[config.mk]
export PLATFORM = sky130hd
export DESIGN_NAME = sdclk_gen
export DESIGN_NICKNAME = d
export VERILOG_FILES = /design/src/rtl/sdclk_pkg.sv /design/src/rtl/sdclk_div_select.sv /design/src/rtl/sdclk_phase_fsm.sv /design/src/rtl/sdclk_gen.sv
export SDC_FILE = /design/constraint.sdc
export NUM_CORES = 1
export LEC_CHECK = 0
export ABC_AREA = 1
export CORE_MARGIN = 2
export CORE_UTILIZATION = 50
export DETAILED_ROUTE_END_ITERATION = 10
export GPL_TIMING_DRIVEN = 0
export PLACE_DENSITY = 0.8
export SLEW_MARGIN = 20
export SYNTH_ARGS = -nofsm -noshare
export SYNTH_HDL_FRONTEND = slang
export SYNTH_HIERARCHICAL = 1
export SYNTH_SLANG_ARGS = --single-unit
[constraint.sdc]
create_clock -name clk -period 2.2 [get_ports clk]
set_clock_uncertainty 0.1 [all_clocks]
set_input_delay 0.44 -clock clk [delete_from_list [all_inputs] [get_ports clk]]
set_output_delay 0.44 -clock clk [all_outputs]
set_load 0.01 [all_outputs]
[src/rtl/sdclk_pkg.sv]
package sdclk_pkg;

    typedef enum logic [0:0] {
        PH_LOW  = 1'b0,
        PH_HIGH = 1'b1
    } sdclk_phase_e;

endpackage

[src/rtl/sdclk_div_select.sv]
module sdclk_div_select #(
    parameter int DIV_W     = 11,
    parameter int DATA_BITS = 3,
    parameter int TOT_W     = DIV_W + 1
) (
    input  logic [DIV_W-1:0] div_value,
    input  logic             slow_card,
    input  logic             data_mode,
    output logic [TOT_W-1:0] sel_div
);

    localparam logic [DIV_W-1:0] DATA_MASK = DIV_W'((1 << DATA_BITS) - 1);

    logic             use_full;
    logic [DIV_W-1:0] chosen;

    always_comb begin
        use_full = slow_card || !data_mode;
        chosen   = use_full ? div_value : (div_value & DATA_MASK);
        sel_div  = {1'b0, chosen} + TOT_W'(2);
    end

endmodule

[src/rtl/sdclk_phase_fsm.sv]
module sdclk_phase_fsm
    import sdclk_pkg::*;
#(
    parameter int DIV_W = 11,
    parameter int TOT_W = DIV_W + 1,
    parameter int CNT_W = DIV_W
) (
    input  logic             clk,
    input  logic             rst_n,
    input  logic [TOT_W-1:0] sel_div,
    output logic             card_clk,
    output logic             rise_stb,
    output logic             fall_stb
);

    sdclk_phase_e     state_q, state_n;
    logic [CNT_W-1:0] cnt_q, cnt_n;
    logic [TOT_W-1:0] div_q, div_n;
    logic [TOT_W-1:0] hi_len, lo_len;

    always_comb begin
        hi_len = (sel_div + TOT_W'(1)) >> 1;
        lo_len = div_q >> 1;
    end

    // next-state logic
    always_comb begin
        state_n = state_q;
        cnt_n   = cnt_q;
        div_n   = div_q;
        unique case (state_q)
            PH_LOW: begin
                if (cnt_q == '0) begin
                    state_n = PH_HIGH;
                    div_n   = sel_div;
                    cnt_n   = CNT_W'(hi_len - TOT_W'(1));
                end else begin
                    cnt_n = cnt_q - CNT_W'(1);
                end
            end
            PH_HIGH: begin
                if (cnt_q == '0) begin
                    state_n = PH_LOW;
                    cnt_n   = CNT_W'(lo_len - TOT_W'(1));
                end else begin
                    cnt_n = cnt_q - CNT_W'(1);
                end
            end
        endcase
    end

    // state register
    always_ff @(posedge clk or negedge rst_n) begin
        if (!rst_n) begin
            state_q <= PH_LOW;
            cnt_q   <= '0;
            div_q   <= TOT_W'(2);
        end else begin
            state_q <= state_n;
            cnt_q   <= cnt_n;
            div_q   <= div_n;
        end
    end

    // registered outputs
    always_ff @(posedge clk or negedge rst_n) begin
        if (!rst_n) begin
            card_clk <= 1'b0;
            rise_stb <= 1'b0;
            fall_stb <= 1'b0;
        end else begin
            card_clk <= (state_n == PH_HIGH);
            rise_stb <= (state_q == PH_LOW)  && (state_n == PH_HIGH);
            fall_stb <= (state_q == PH_HIGH) && (state_n == PH_LOW);
        end
    end

    AST_STROBE_EXCL: assert property (@(posedge clk) disable iff (!rst_n)
        !(rise_stb && fall_stb));
    AST_RISE_EDGE: assert property (@(posedge clk) disable iff (!rst_n)
        rise_stb |-> (card_clk && !$past(card_clk)));
    AST_RISE_SINGLE: assert property (@(posedge clk) disable iff (!rst_n)
        rise_stb |=> !rise_stb);
    AST_FALL_EDGE: assert property (@(posedge clk) disable iff (!rst_n)
        fall_stb |-> (!card_clk && $past(card_clk)));
    AST_DIV_HOLD: assert property (@(posedge clk) disable iff (!rst_n)
        (state_q == PH_HIGH || cnt_q != '0) |=> $stable(div_q));
    AST_MIN_DIV: assert property (@(posedge clk) disable iff (!rst_n)
        div_q >= TOT_W'(2));

endmodule

[src/rtl/sdclk_gen.sv]
module sdclk_gen #(
    parameter int DIV_W     = 11,
    parameter int DATA_BITS = 3
) (
    input  logic             clk,
    input  logic             rst_n,
    input  logic [DIV_W-1:0] div_value,
    input  logic             slow_card,
    input  logic             data_mode,
    output logic             card_clk,
    output logic             rise_stb,
    output logic             fall_stb
);

    localparam int TOT_W    = DIV_W + 1;
    localparam int CNT_W    = DIV_W;
    localparam int DATA_MAX = (1 << DATA_BITS) + 1;

    logic [TOT_W-1:0] sel_div;

    sdclk_div_select #(
        .DIV_W     (DIV_W),
        .DATA_BITS (DATA_BITS),
        .TOT_W     (TOT_W)
    ) u_sel (
        .div_value (div_value),
        .slow_card (slow_card),
        .data_mode (data_mode),
        .sel_div   (sel_div)
    );

    sdclk_phase_fsm #(
        .DIV_W (DIV_W),
        .TOT_W (TOT_W),
        .CNT_W (CNT_W)
    ) u_fsm (
        .clk      (clk),
        .rst_n    (rst_n),
        .sel_div  (sel_div),
        .card_clk (card_clk),
        .rise_stb (rise_stb),
        .fall_stb (fall_stb)
    );

    AST_DATA_RANGE: assert property (@(posedge clk) disable iff (!rst_n)
        (data_mode && !slow_card) |-> (sel_div <= TOT_W'(DATA_MAX)));
    AST_FULL_RANGE: assert property (@(posedge clk) disable iff (!rst_n)
        (slow_card || !data_mode) |-> (sel_div == {1'b0, div_value} + TOT_W'(2)));

endmodule

==> results of run 1 <==
## cell type report
class | instances | area share
buffer | 7 | 0.0213
clock buffer | 3 | 0.0138
clock inverter | 1 | 0.00293
inverter | 53 | 0.0673
multi-input combinational | 260 | 0.570
sequential | 25 | 0.209
tap | 52 | 0.0217
timing repair buffer | 34 | 0.0940
## critical path, delay by kind of cell
kind	cells	cell delay (ns)
buffers and inverters	7	0.71
AND/OR/NAND/NOR	11	0.99
## worst min path at each step
stage                     from  slack [ns]               to
2_1_floorplan            rst_n        0.04   u_fsm/card_clk
3_3_place_gp   u_fsm/div_q[11]        0.42  u_fsm/div_q[11]
3_5_place_dp   u_fsm/div_q[11]        0.43  u_fsm/div_q[11]
4_1_cts        u_fsm/div_q[11]        0.45  u_fsm/div_q[11]
5_1_grt                  rst_n        0.06   u_fsm/cnt_q[0]
6_report                 rst_n        0.03   u_fsm/cnt_q[0]
## per-stage QoR
| step | power [W] | utilization | std cells | instance area, µm² |
|---|---|---|---|---|
| finish | 0.00107 | 0.674 | 435 | 2990 |
| detailed placement | 0.000715 | 0.581 | 413 | 2580 |
| global placement | 0.000710 | 0.581 | 413 | 2580 |
| global route | 0.00113 | 0.674 | 435 | 2990 |
| floorplan | 0.000642 | - | 345 | 2360 |
| CTS | 0.00105 | 0.655 | 431 | 2910 |
## cell families after synthesis
logic type / count (synthesis)
and+or+nand+nor: 196
xor gates and xnor gates: 15
buffers and inverters: 60
DFF: 25
muxes: 1
AOI/OAI and AO/OA: 41
adders and majority gates: 7
## synthesized netlist by cell type, types with 6 or more instances
master	instances	share of area
xor2_1	9	0.034
o21ai_0	21	0.045
a21oi_1	9	0.019
nor2_2	6	0.016
nand3_1	36	0.077
dfrtp_1	24	0.26
nand2_1	83	0.13
ha_1	7	0.037
nand2_2	9	0.024
inv_1	47	0.075
nor2_1	29	0.046
xnor2_1	6	0.022
nand4_1	6	0.016
nor2_4	6	0.029
nand2_4	7	0.034
## what timing repair did
| action | 4_1_cts | 5_1_grt |
|---|---|---|
| setup endpoints to repair | 18 | 18 |
| gates cloned | 1 | 0 |
| buffers inserted | 13 | 5 |
| hold buffers | 0 | 0 |
| gates resized for setup | 47 | 48 |
| pin swaps | 30 | 18 |
## report_power, final
group	internal, W	switching (W)	leakage (nW)
logic	0.000124	0.000201	1.13
registers	0.000459	0	0.258
clock network	0.000133	0.000150	0.0261
## state kept, by name, summed over array words and instances, names as in the netlist
| signal | count |
|---|---|
| u_fsm/cnt_q | 11 |
| u_fsm/card_clk | 1 |
| u_fsm/div_q | 11 |
| u_fsm/rise_stb | 1 |
| u_fsm/fall_stb | 1 |
## routing by layer
layer	up-vias	track usage
met2	82	0.412
met3	16	0.0221
met5	-	0
met4	0	0.0885
li1	1186	-
met1	1039	0.275
==> impl_metrics.json, run 1 <==
{
  "status": "finished, final reports clean",
  "endpoint_kind": "flip-flop",
  "synth_xor_area_frac": 0.0559,
  "muxShareOfSynthArea": 0.00479,
  "finalNetCount": 406,
  "mostFrequentLayoutCells": "nand2_1 (72), inv_1 (45), nand3_1 (31)",
  "rr_startpoint": "u_fsm/cnt_q[0]",
  "io_pins": 18,
  "slew_violations": 0,
  "cp-start-kind": "primary input",
  "yosysSeqAreaShare": 0.267,
  "antenna_found_initial": 0,
  "leakagePower_nw": 1.42,
  "finalSetupTns_ns": 0,
  "synth_fa_ha_area_frac": 0.0373,
  "wl_per_cell_um": 12.7,
  "overflow": 0,
  "routed-wl-met2_um": 2830,
  "slowest_stage": "nor3_2",
  "final_common_cell": "nand2_1",
  "synth_cell_type_count": 35,
  "fin_crit_sh": 0.949,
  "multi_input_area_um2": 1710,
  "cpMostUsedCell": "nand2_1",
  "slowest_delay_ns": 0.21,
  "area_delta_synth_final_pct": 27.4,
  "maxCapViolCount": 0,
  "via_count": 2323,
  "setup_ws_ns": 0.112,
  "min_path_type": "primary input to async pin",
  "ys_ff_latch": 25,
  "power.density_nw_per_um2": 356,
  "path_class": "primary input to flip-flop",
  "antennaDiodeCount": 0,
  "peakVddDrop_mv": 0.239,
  "rr_endpoint": "u_fsm/div_q[6]",
  "clock-sinks": 25,
  "ys.flop_type": "dfrtp_1",
  "place_ws_ns": -0.795,
  "grt_max_degree": 26,
  "drc": 0,
  "cp-endpoint": "u_fsm/cnt_q[10]",
  "synth_cells": 345,
  "dr.max_layer_used": "met4",
  "wl_met1_um": 2320,
  "clk_pin_slew_ns": 0.09,
  "yosysWarnings": 6,
  "drtAntennaViolNets": 0,
  "cp-startpoint": "slow_card",
  "initial_core_util": 0.529,
  "worst_r2r_path_depth": 9,
  "die_w_um": 72.6,
  "synth-compound-area-share": 0.0937,
  "max_slew_margin": 0.657,
  "track_usage": 0.227,
  "die_y_um": 72.6,
  "cts_tree": "yes",
  "path_max_fanout": 6,
  "synth-edff-count": 0,
  "first_pass_iters": 4,
  "ctsLongestPathBuffers": 2,
  "grt_pass1_wl_um": 9650,
  "fmax_mhz": 479,
  "avgSynthCellArea_um2": 6.81,
  "nFillCells": 363,
  "hold_slack_ns": 0.0299,
  "numPortBuffers": 16,
  "cts_root_buf": "clkbuf_8",
  "num_rows": 24,
  "synth-async-reset-ratio": 1.00,
  "hold_violations": 0,
  "insertion_delay_ns": 0.27,
  "finalSetupViolations": 0,
  "worst_slew_pin_slew_ns": 0.515,
  "crit_arrival_ns": 2.15,
  "core_area_um2": 4440,
  "r2r_slack_ns": 0.19,
  "first_iter_violations": 160,
  "htree_levels": 1,
  "dr_wl_met3_um": 235,
  "synth-simple-area-share": 0.434,
  "grt_pass1_vias": 2280,
  "period_needed_ns": 2.09,
  "path_cells": "buf_6 -> inv_4 -> nand2_8 -> buf_6 -> buf_2 -> buf_4 -> nand2_1 -> nand3_1 -> nand2_2 -> inv_1 -> nor3_2 -> nand3_1 -> nand2_1 -> nand2_1 -> inv_1 -> nand2_1 -> nand3_1 -> nand2_1",
  "crit_required_ns": 2.26,
  "routed_wl_um": 5530,
  "place.gp.congestion": 0.886,
  "cts_buffers": 3,
  "synth.cell_area_um2": 2350,
  "drive_gt1_frac": 0.311,
  "via_per_inst": 5.34,
  "synth_top_family_by_area": "simple AND/OR/NAND/NOR gates",
  "syn-num-nets": 367,
  "ff_latch_area_um2": 627,
  "design.die.area_um2": 5270,
  "hpwlAfterDp_um": 3970
}
Power figures use the tool's default switching activity.
==> run 2: changes to the inputs <==
--- a/config.mk
+++ b/config.mk
@@ -9,8 +9,10 @@
 export CORE_MARGIN = 2
 export CORE_UTILIZATION = 50
 export DETAILED_ROUTE_END_ITERATION = 10
+export GPL_ROUTABILITY_DRIVEN = 1
 export GPL_TIMING_DRIVEN = 0
 export PLACE_DENSITY = 0.8
+export SKIP_LAST_GASP = 1
 export SLEW_MARGIN = 20
 export SYNTH_ARGS = -nofsm -noshare
 export SYNTH_HDL_FRONTEND = slang
==> results of run 2 <==
Same layout as run 1: the final DEF is identical, and so are final timing and power.
